[src/rtl/qspi_xip_reader.sv]
module qspi_xip_reader #(
  parameter int          ADDR_W    = 19,
  parameter int          WIRE_ABITS = 24,
  parameter logic [7:0]  READ_OP   = 8'h6B,
  parameter logic [7:0]  KEEP_A    = 8'hEF,
  parameter logic [7:0]  KEEP_B    = 8'hAF,
  parameter int          SYNC      = 2
) (
  input  logic              clk,
  input  logic              rst_n,
  input  logic [1:0]        lat_sel,
  input  logic              cs_n,
  input  logic              sck,
  input  logic [3:0]        io_in,
  output logic [3:0]        io_out,
  output logic              io_oe,
  output logic              mem_rd,
  output logic [ADDR_W-1:0] mem_addr,
  input  logic [7:0]        mem_rdata
);
  localparam int CW = $clog2(WIRE_ABITS);
  localparam logic [2:0] ST_IDLE = 3'd0, ST_CMD = 3'd1, ST_ADDR = 3'd2,
                         ST_MODE = 3'd3, ST_DUMMY = 3'd4, ST_DATA = 3'd5,
                         ST_IGN = 3'd6;

  logic [SYNC-1:0]      cs_q, sck_q;
  logic [SYNC-1:0][3:0] io_q;
  logic                 cs_d, sck_d;
  logic                 s_cs, s_sck, rise, fall, cs_start;
  logic [3:0]           s_io;

  logic [2:0]        st;
  logic [CW-1:0]     cnt;
  logic [7:0]        sh;
  logic [ADDR_W-1:0] abuf, addr;
  logic [3:0]        mode_hi, lo;
  logic [7:0]        nxt;
  logic              xip, half, rd_d;
  logic [CW-1:0]     dummy_last;
  logic [7:0]        op_full, mode_full;

  assign s_cs      = cs_q[SYNC-1];
  assign s_sck     = sck_q[SYNC-1];
  assign s_io      = io_q[SYNC-1];
  assign rise      = s_sck & ~sck_d;
  assign fall      = ~s_sck & sck_d;
  assign cs_start  = ~s_cs & cs_d;
  assign op_full   = {sh[6:0], s_io[0]};
  assign mode_full = {mode_hi, s_io};
  assign dummy_last = CW'({lat_sel, 1'b0}) - CW'(1);
  assign mem_addr  = addr;

  always_ff @(posedge clk or negedge rst_n) begin
    if (!rst_n) begin
      cs_q  <= '1;
      sck_q <= '1;
      io_q  <= '0;
      cs_d  <= 1'b1;
      sck_d <= 1'b1;
    end else begin
      cs_q  <= {cs_q[SYNC-2:0], cs_n};
      sck_q <= {sck_q[SYNC-2:0], sck};
      io_q  <= {io_q[SYNC-2:0], io_in};
      cs_d  <= s_cs;
      sck_d <= s_sck;
    end
  end

  always_ff @(posedge clk or negedge rst_n) begin
    if (!rst_n) begin
      st      <= ST_IDLE;
      cnt     <= '0;
      sh      <= '0;
      abuf    <= '0;
      addr    <= '0;
      mode_hi <= '0;
      lo      <= '0;
      nxt     <= '0;
      xip     <= 1'b0;
      half    <= 1'b0;
      io_out  <= '0;
      io_oe   <= 1'b0;
      mem_rd  <= 1'b0;
      rd_d    <= 1'b0;
    end else begin
      mem_rd <= 1'b0;
      rd_d   <= mem_rd;
      if (rd_d) nxt <= mem_rdata;
      if (s_cs) begin
        st    <= ST_IDLE;
        io_oe <= 1'b0;
      end else if (cs_start) begin
        st  <= xip ? ST_ADDR : ST_CMD;
        cnt <= '0;
      end else if (rise) begin
        case (st)
          ST_CMD: begin
            sh  <= op_full;
            cnt <= cnt + CW'(1);
            if (cnt == CW'(7)) begin
              cnt <= '0;
              st  <= (op_full == READ_OP) ? ST_ADDR : ST_IGN;
            end
          end
          ST_ADDR: begin
            abuf <= {abuf[ADDR_W-2:0], s_io[0]};
            cnt  <= cnt + CW'(1);
            if (cnt == CW'(WIRE_ABITS - 1)) begin
              cnt  <= '0;
              addr <= {abuf[ADDR_W-2:0], s_io[0]};
              st   <= ST_MODE;
            end
          end
          ST_MODE: begin
            if (cnt == '0) begin
              mode_hi <= s_io;
              cnt     <= CW'(1);
            end else begin
              cnt  <= '0;
              xip  <= (mode_full == KEEP_A) || (mode_full == KEEP_B);
              half <= 1'b0;
              if (lat_sel == 2'd0) begin
                st     <= ST_DATA;
                mem_rd <= 1'b1;
              end else begin
                st <= ST_DUMMY;
              end
            end
          end
          ST_DUMMY: begin
            cnt <= cnt + CW'(1);
            if (cnt == dummy_last) begin
              st     <= ST_DATA;
              mem_rd <= 1'b1;
            end
          end
          default: ;
        endcase
      end else if (fall && st == ST_DATA) begin
        io_oe <= 1'b1;
        half  <= ~half;
        if (!half) begin
          io_out <= nxt[7:4];
          lo     <= nxt[3:0];
          addr   <= addr + ADDR_W'(1);
          mem_rd <= 1'b1;
        end else begin
          io_out <= lo;
        end
      end
    end
  end
endmodule

[config.mk]
export PLATFORM = sky130hd
export DESIGN_NAME = qspi_xip_reader
export DESIGN_NICKNAME = d
export VERILOG_FILES = /design/src/rtl/qspi_xip_reader.sv
export SDC_FILE = /design/constraint.sdc
export NUM_CORES = 1
export LEC_CHECK = 0
export BUFFER_PORTS_ARGS = -buffer_cell sky130_fd_sc_hd__buf_2
export CAP_MARGIN = 20
export CELL_PAD_IN_SITES_DETAIL_PLACEMENT = 0
export CELL_PAD_IN_SITES_GLOBAL_PLACEMENT = 1
export CORE_MARGIN = 2
export CORE_UTILIZATION = 40
export DETAILED_ROUTE_END_ITERATION = 10
export GPL_ROUTABILITY_DRIVEN = 0
export PLACE_DENSITY_LB_ADDON = 0.08
export SYNTH_ARGS = -nofsm -noshare
export SYNTH_HDL_FRONTEND = slang
export SYNTH_SLANG_ARGS = --single-unit
[constraint.sdc]
create_clock -name clk -period 2.5 [get_ports clk]
set_input_delay 0.125 -clock clk [delete_from_list [all_inputs] [get_ports clk]]
set_output_delay 0.125 -clock clk [all_outputs]
set_load 0.02 [all_outputs]
==> summary.txt, run 1 <==
status - finished, final reports clean
dominant cells by area after synthesis - dfrtp_1 (51%), mux2_2 (10%), a21oi_1 (4.5%), dfstp_2 (3.8%), o21ai_0 (2.8%)
# fillers - 961
synthesized net count - 389
post-synth top area share - 0.508
crit share post-route - 0.857
count leader, synth - dfrtp_1
Max-Cap Viols - 0
Synth area leader - dfrtp_1
mean post-synth cell area - 11.3 um2
clk buf depth - 2
post-route ant nets - 0
sequential-to-total area share from yosys stat - 0.546
Fin. Hold Viols - 0
Die ar. - 11200 um2
relative slew slack - 0.697
Slew @ Worst Pin - 0.454 ns
Yosys reg bits - 90
Die Wd - 106 um
Crit. End Element - flop
footprint of the multi-input gates - 1760 um2
Initial Util - 0.407
dpl hpwl - 6040 um
Die Y - 106 um
worst vdd ir - 0.000372 V
PostCTS Resize Cnt - 0
vias in the first global route - 2982
Internal Dissipation - 2.06 mW
first-pass GRT wire length - 15100 um
PortBufs - 42
leakage - 2.27 nW
Root Buffer - clkbuf_8
drt wl/cell - 15.4 um
drt drc - 0
final wirelength - 8710 um
Top-Level Pins - 43
Worst R2R Setup Slack - 0.36 ns
Max FO, Critical Path - 7
Power Density - 562 nW/um2
Layout Skew - 0.0137 ns
share of layout cells above drive strength 1 - 0.278
Switch Pwr - 0.693 mW
FFs w/ async S/R, synth - 1.00
Slew Limit Fails - 0
Worst Path Required - 2.74 ns
All-Layer GR Usage - 0.170
Hold Crit Class - input port to async pin
H-tree depth - 3
Clk pwr share - 0.382
switch share - 0.252
Worst setup SP type - flop
WP data arrival - 2.38 ns
CTS sink count - 90
highest clock rate - 0.467 GHz
Final #Nets - 449
Yosys cell types - 54
Area after DPL - 4540 um2
Reg power frac - 0.556
sequential cell area - 2260 um2
RSZ-0062 raised after global routing - no
Final Setup Violations - 0
TritonCTS clock tree - yes
ys flop type - dfrtp_1
largest net degree at the start of global routing - 59
Gate power share - 0.061
Cells after Synth - 366
total CTS buffers - 9
Vias/cell - 5.33
Post-synth EDFFs - 0
DRT iter0 DRCs - 73
YS warnings - 0
Mapped Area - 4140 um2
min Tclk post-route - 2.14 ns
core outline area - 10200 um2
final instance area - 4900 um2
gr ovfl total - 0
TritonRoute pass-1 iters - 4
setup tns final - 0 ns
Via Count - 3023
Area growth syn-to-layout - 18.4%
Rows - 37
clock slew at reported path FFs - 0.09 ns
commonest cells in the synthesized netlist - dfrtp_1 (84), a21oi_1 (37), mux2_2 (37), nand2_1 (28), o21ai_0 (23)
antenna violations before repair - 0
WS Path Type - flop to flop
Skew-Pair Late Insertion Delay - 0.36 ns
diode count - 0
-- what timing repair did --
item                      CTS  global route
setup buffers               0             0
hold buffers               15             0
hold endpoints to repair   46             0
-- flip-flops by register name, summed over array words and instances, names as in the netlist, 3 cells and up --
signal and cells:
nxt 8, io_out 4, abuf 18, sh 7, cnt 5, st 3
s_io 4, mode_hi 3, mem_addr 19, io_q 4, lo 4
-- logic make-up after synthesis --
kind of cell,after synthesis,share of synthesized area
xor gates and xnor gates,3,0.00635
DFF,90,0.546
and+or+nand+nor,100,0.140
muxes,45,0.124
buffers and inverters,27,0.0299
AOI/OAI and AO/OA,96,0.140
adders and majority gates,5,0.0151
-- power groups by stage --
stage	clock network (mW)	registers, mW	logic (mW)
after global placement	0	1.56	0.154
after detailed placement	0	1.56	0.155
after floorplan	0	1.55	0.0901
final	1.05	1.53	0.169
after global routing	1.17	1.54	0.194
after CTS	1.10	1.53	0.173
-- stage by stage --
| stage | setup slack [ns] | power [mW] | instances | hold slack, ns | utilization |
|---|---|---|---|---|---|
| after floorplan | 0.475 | 1.64 | 366 | -0.171 | - |
| after global placement | 0.434 | 1.72 | 536 | 0.115 | 0.446 |
| after detailed placement | 0.388 | 1.72 | 536 | 0.116 | 0.446 |
| after CTS | 0.364 | 2.80 | 567 | 0.253 | 0.481 |
| after global routing | 0.208 | 2.91 | 567 | 0.269 | 0.481 |
| final | 0.357 | 2.75 | 567 | 0.247 | 0.481 |
-- cell type report --
class,count,area share
Tap cell,136,0.0347
Clock inverter,7,0.0174
Timing Repair Buffer,66,0.0955
Multi-Input combinational cell,249,0.358
Clock buffer,9,0.0253
Sequential cell,90,0.461
Inverter,10,0.00766
-- critical path, cell delays in order, from the launching register on --
cell	delay, ns
dfstp_2	0.63
or4b_4	0.53
or3_1	0.53
mux2_4	0.34
-- cells in the final DEF (no fill, tap or decap), drive strengths merged, types with 5 or more instances in the layout --
cell type    synthesis  final
dfstp                6      6
ha                   5      5
clkbuf              10      9
o21ai               24     24
mux2i                5      5
a21o                 5      5
mux2                40     40
nand4                5      5
and3                 5      5
nand3               13     13
o22ai                9      9
nand2               28     28
nor3                 7      7
a21oi               38     38
inv                 10     14
buf                  7     51
dfrtp               84     84
nor2                12     12
dlygate4sd3          0     15
nand2b               6      6
-- metal layers --
| metal | track usage | up-vias | part of all wire |
|---|---|---|---|
| met5 | 0 | - | 0 |
| met4 | 0.0536 | 0 | 0.014 |
| met3 | 0.0334 | 13 | 0.036 |
| met2 | 0.246 | 63 | 0.45 |
| met1 | 0.258 | 1471 | 0.50 |
| li1 | - | 1476 | - |
-- path summary, 6_finish.rpt --
kind,startpoint,endpoint,cells after the start
setup / recovery,sck_q[1]$_DFF_PN1_,mode_hi[0]$_DFFE_PN0P_,3
hold / removal,rst_n,cnt[4]$_DFFE_PN0P_,2
setup reg to reg,sck_q[1]$_DFF_PN1_,mode_hi[0]$_DFFE_PN0P_,3
hold reg to reg,io_q[2]$_DFF_PN0_,s_io[2]$_DFF_PN0_,0
max in group asynchronous,rst_n,sck_q[1]$_DFF_PN1_,3
min in group clk,io_q[2]$_DFF_PN0_,s_io[2]$_DFF_PN0_,0
No activity file was read; power rests on OpenSTA's default activity.
==> run 2: changes to the inputs <==
--- a/config.mk
+++ b/config.mk
@@ -5,13 +5,14 @@
 export SDC_FILE = /design/constraint.sdc
 export NUM_CORES = 1
 export LEC_CHECK = 0
-export BUFFER_PORTS_ARGS = -buffer_cell sky130_fd_sc_hd__buf_2
 export CAP_MARGIN = 20
 export CELL_PAD_IN_SITES_DETAIL_PLACEMENT = 0
 export CELL_PAD_IN_SITES_GLOBAL_PLACEMENT = 1
 export CORE_MARGIN = 2
 export CORE_UTILIZATION = 40
+export CTS_CLUSTER_DIAMETER = 150
 export DETAILED_ROUTE_END_ITERATION = 10
+export DONT_BUFFER_PORTS = 1
 export GPL_ROUTABILITY_DRIVEN = 0
 export PLACE_DENSITY_LB_ADDON = 0.08
 export SYNTH_ARGS = -nofsm -noshare
==> constraint.sdc (replaced) <==
create_clock -name clk -period 1.77 [get_ports clk]
set_input_delay 0.0885 -clock clk [delete_from_list [all_inputs] [get_ports clk]]
set_output_delay 0.0885 -clock clk [all_outputs]
set_load 0.02 [all_outputs]
==> summary.txt, run 2 (synthesis gave the netlist of run 1 again) <==
status - finished with violations
failing checks - hold timing, setup timing
Die Y - 106 um
dpl hpwl - 6460 um
Area after DPL - 4750 um2
Gate power share - 0.070
Top-Level Pins - 43
core outline area - 10200 um2
Finished Layout Cells - 582
All-Layer GR Usage - 0.179
setup tns final - -7.72 ns
clock slew at reported path FFs - 0.10 ns
met1 Track Usage GR - 0.252
highest clock rate - 0.501 GHz
max incr delay on CP - 0.55 ns
clk buf depth - 2
Die ar. - 11200 um2
relative slew slack - 0.765
post-route ant nets - 0
Final Setup Violations - 43
diode count - 0
Post-Place Worst Slack - -0.226 ns
CTS sink count - 90
crit-path leading delay family - simple AND/OR/NAND/NOR gates
Vias/cell - 5.38
Layout Skew - 0.00942 ns
total CTS buffers - 9
vias in the first global route - 3105
antenna violations before repair - 0
Hold Crit Class - input port to async pin
most common cell after layout, fill and taps aside - dfrtp_1
Placed Cells - 543
share of layout cells above drive strength 1 - 0.381
cts hold-fix bufs - 14
drt wl/cell - 16.3 um
crit-path cells - or4b_4 -> nor4_4 -> buf_6 -> buf_12 -> mux2_2
PortBufs - 0
CP max-delay cell - dfstp_2
Max FO, Critical Path - 12
hold slack - -0.599 ns
grt met2 use - 0.270
Skew-Pair Late Insertion Delay - 0.37 ns
TritonCTS clock tree - yes
Final #Nets - 464
switch share - 0.258
Slew @ Worst Pin - 0.352 ns
Clk pwr share - 0.359
final wirelength - 9490 um
Slew Limit Fails - 0
total power draw - 3.77 mW
Fin. Hold Viols - 90
Rows - 37
worst vdd ir - 0.000408 V
Switch Pwr - 0.972 mW
max reg flops - 19
min Tclk post-route - 2.00 ns
Finished Core Util - 0.524
TritonRoute pass-1 iters - 4
Power Density - 706 nW/um2
Via Count - 3133
H-tree depth - 3
Area growth syn-to-layout - 28.9%
met3 Resource Use GR - 0.0346
most frequent cells in the layout - dfrtp_1 (84), buf_4 (55), mux2_2 (27)
gr ovfl total - 0
Initial Util - 0.407
Reg power frac - 0.571
final instance area - 5340 um2
Worst Path Required - 2.03 ns
min setup slack post-route - -0.226 ns
largest net degree at the start of global routing - 91
Internal Dissipation - 2.80 mW
leakage - 2.41 nW
Root Buffer - clkbuf_8
drt drc - 0
layer with the highest usage - met2
Die Wd - 106 um
first-pass GRT wire length - 15700 um
crit share post-route - 1.13
Worst setup SP type - flop
CP Buf/Inv Count - 2
RSZ-0062 raised after global routing - yes
WP data arrival - 2.25 ns
Crit. End Element - flop
Max-Cap Viols - 0
DRT iter0 DRCs - 120
WS Path Type - flop to flop
run 2: power by group through the flow:
stage / clock (mW) / combinational [mW] / sequential (mW)
6_report: 1.35 / 0.263 / 2.15
5_1_grt: 1.51 / 0.289 / 2.16
3_3_place_gp: 0 / 0.209 / 2.19
3_5_place_dp: 0 / 0.209 / 2.19
2_1_floorplan: 0 / 0.133 / 2.19
4_1_cts: 1.40 / 0.247 / 2.15
run 2: layout make-up:
type	count	area (um2)
sequential	90	2260
tap	136	170
fill	933	4850
clock inverter	7	62.6
multi-input combinational	249	1960
clock buffer	9	124
timing repair buffer	81	728
inverter	10	37.5
run 2: final timing paths:
check / startpoint / end / slack [ns] / depth (start not counted)
setup / recovery: sck_q[1]$_DFF_PN1_ / abuf[9]$_DFFE_PN0P_ / -0.23 / 5
hold / removal: rst_n / cnt[3]$_DFFE_PN0P_ / -0.60 / 0
setup reg to reg: sck_q[1]$_DFF_PN1_ / abuf[9]$_DFFE_PN0P_ / -0.23 / 5
hold reg to reg: io_q[2]$_DFF_PN0_ / s_io[2]$_DFF_PN0_ / 0.35 / 0
max in group asynchronous: rst_n / cs_d$_DFF_PN1_ / 2.13 / 0
min in group clk: sck / sck_q[0]$_DFF_PN1_ / 0.26 / 1
run 2: routing by layer:
metal | wire length [um] | share of wire
met1 | 4490 | 0.47
met2 | 4520 | 0.48
met3 | 292 | 0.031
met4 | 190 | 0.020
met5 | 0 | 0
run 2: worst register-to-register path: stages (launching register included):
cell     delay [ns]
dfstp_2        0.55
or4b_4         0.50
nor4_4         0.19
buf_6          0.17
buf_12         0.14
mux2_2         0.34
run 2: repair_timing:
| item | 4_1_cts | 5_1_grt |
|---|---|---|
| endpoints found under the setup margin | 54 | 61 |
| hold endpoints to repair | 104 | 90 |
| gates resized for setup | 24 | 25 |
| buffers inserted | 4 | 4 |
| cloned | 0 | 1 |
| pin swaps | 5 | 4 |
==> run 3: changes to the inputs <==
--- a/config.mk
+++ b/config.mk
@@ -5,6 +5,7 @@
 export SDC_FILE = /design/constraint.sdc
 export NUM_CORES = 1
 export LEC_CHECK = 0
+export ABC_AREA = 1
 export CAP_MARGIN = 20
 export CELL_PAD_IN_SITES_DETAIL_PLACEMENT = 0
 export CELL_PAD_IN_SITES_GLOBAL_PLACEMENT = 1
==> summary.txt, run 3 <==
mean post-synth cell area - 8.12 um2
clock slew at reported path FFs - 0.06 ns
TritonCTS clock tree - yes
RSZ-0062 raised after global routing - yes
Cells after Synth - 558
Worst Path Required - 2.00 ns
count leader, synth - nand2_1
Skew-Pair Late Insertion Delay - 0.34 ns
highest clock rate - 0.578 GHz
Top-Level Pins - 43
hold slack - -0.563 ns
largest net degree at the start of global routing - 91
WP data arrival - 1.96 ns
crit-path cells - inv_1 -> nor2_4 -> inv_2 -> nor2_4 -> buf_12 -> nand2_4 -> mux2_4
Final #Nets - 621
Slew @ Worst Pin - 0.390 ns
Crit path top cell by count - nor2_4
met2 WL post-DR - 5040 um
highest metal used - met4
sequential-to-total area share from yosys stat - 0.499
Vias/cell - 4.95
CTS sink count - 90
max incr delay on CP - 0.52 ns
dpl hpwl - 7340 um
Die Wd - 110 um
core outline area - 10900 um2
Fin. Hold Viols - 90
worst vdd ir - 0.000574 V
H-tree depth - 3
share of layout cells above drive strength 1 - 0.154
max reg flops - 19
clk buf depth - 2
commonest cells in the synthesized netlist - nand2_1 (147), dfrtp_1 (84), inv_1 (69), nor2_1 (64), nand3_1 (40)
post-synth top area share - 0.464
drt drc - 0
Yosys cell types - 35
min Tclk post-route - 1.73 ns
Slew Limit Fails - 0
leakage - 2.73 nW
Worst setup SP type - flop
total CTS buffers - 9
Hold Crit Class - input port to async pin
gr ovfl total - 0
M1 WL - 4810 um
Synth area leader - dfrtp_1
TritonRoute pass-1 iters - 4
relative slew slack - 0.740
dominant cells by area after synthesis - dfrtp_1 (46%), nand2_1 (12%), inv_1 (5.7%), nor2_1 (5.3%), nand3_1 (4.4%)
met3 WL - 459 um
cts hold-fix bufs - 14
diode count - 0
Yosys reg bits - 90
WS Path Type - flop to flop
CP max-delay cell - dfstp_2
post-route ant nets - 0
most common cell after layout, fill and taps aside - nand2_1
first-pass GRT wire length - 17700 um
Power Density - 1130 nW/um2
most frequent cells in the layout - nand2_1 (147), dfrtp_1 (84), inv_1 (68)
Die Y - 110 um
crit share post-route - 0.977
FFs w/ async S/R, synth - 1.00
Die ar. - 12200 um2
Initial Util - 0.414
final wirelength - 10500 um
Rows - 38
ys flop type - dfrtp_1
synthesized net count - 581
Layout Skew - 0.00841 ns
Reg2Reg Depth - 7
vias in the first global route - 3669
DRT iter0 DRCs - 279
Root Buffer - clkbuf_16
Area growth syn-to-layout - 18.6%
YS warnings - 0
Finished Core Util - 0.491
status - finished with violations
antenna violations before repair - 0
Via Count - 3679
failing checks - hold timing
All-Layer GR Usage - 0.179
Crit. End Element - flop
Worst R2R Setup Slack - 0.04 ns
PortBufs - 0
Mapped Area - 4530 um2
Max-Cap Viols - 0
Final Setup Violations - 0
Post-synth EDFFs - 0
Max FO, Critical Path - 26
drt wl/cell - 14.2 um
[run 3: changes by cell type in the layout (fill, tap and decap cells not counted), moves of 9 or more]
| cell | previous run | this run |
|---|---|---|
| nand3_1 | 13 | 40 |
| o21ai_1 | 2 | 12 |
| buf_4 | 55 | 25 |
| a21oi_1 | 20 | 7 |
| mux2_4 | 13 | 4 |
| inv_1 | 10 | 68 |
| a21oi_2 | 16 | 0 |
| o21ai_0 | 20 | 36 |
| clkbuf_16 | 1 | 10 |
| mux2_2 | 27 | 14 |
| o22ai_1 | 9 | 0 |
| nor2_1 | 10 | 62 |
| nand2_1 | 26 | 147 |
[run 3: power by group]
part,switching (mW),total (mW),internal [mW]
clock network,0.821,2.10,1.28
logic,0.810,1.34,0.529
registers,0.290,2.63,2.34
total,1.92,6.07,4.15
[run 3: path summary, 6_finish.rpt]
kind                                     from                    end
setup / recovery           sck_q[1]$_DFF_PN1_   abuf[11]$_DFFE_PN0P_
min in group clk                   lat_sel[0]      st[2]$_DFFE_PN0P_
setup reg to reg           sck_q[1]$_DFF_PN1_   abuf[11]$_DFFE_PN0P_
max in group asynchronous               rst_n     sck_q[0]$_DFF_PN1_
hold reg to reg             io_q[3]$_DFF_PN0_      s_io[3]$_DFF_PN0_
hold / removal                          rst_n  io_out[2]$_DFFE_PN0P_
[run 3: cell families after synthesis]
family / synth area share
fa+ha+maj: 0.0138
compound gates: 0.0856
xor+xnor: 0.00387
flops: 0.499
simple gates: 0.269
mux: 0.0480
buf+inv: 0.0809
[run 3: worst max-delay path: cells and delay by family (launching register included)]
kind,cells,cell delay (ns)
buffers and inverters,3,0.27
multiplexers,1,0.35
flip-flops,1,0.52
AND/OR/NAND/NOR,3,0.46
[run 3: final cells by class]
cell class | instances | area, um2
Tap cell | 140 | 175
Clock inverter | 6 | 87.6
Sequential cell | 90 | 2260
Timing Repair Buffer | 42 | 393
Clock buffer | 10 | 239
Inverter | 75 | 294
Multi-Input combinational cell | 380 | 1920
Fill cell | 1101 | 5560
[run 3: repair_timing]
item	4_1_cts	5_1_grt
setup endpoints to repair	0	31
setup buffers	0	6
hold endpoints to repair	104	90
resized for setup	0	6
[run 3: through the flow]
| step | setup slack [ns] | total power, mW | setup TNS (ns) | cell area [um2] | std cells |
|---|---|---|---|---|---|
| finish | 0.0413 | 6.07 | 0 | 5370 | 743 |
| global route | -0.0558 | 6.45 | -0.558 | 5370 | 743 |
| CTS | 0.0743 | 6.13 | 0 | 5270 | 736 |
| detailed placement | 0.0794 | 3.97 | 0 | 4800 | 706 |
| global placement | 0.0954 | 3.94 | 0 | 4800 | 706 |
| floorplan | 0.118 | 3.51 | 0 | 4530 | 558 |
[run 3: routing by layer]
layer  vias to the layer above  track usage
met4                         0       0.0592
li1                       1874            -
met2                        62        0.296
met5                         -            0
met1                      1723        0.229
met3                        20       0.0483
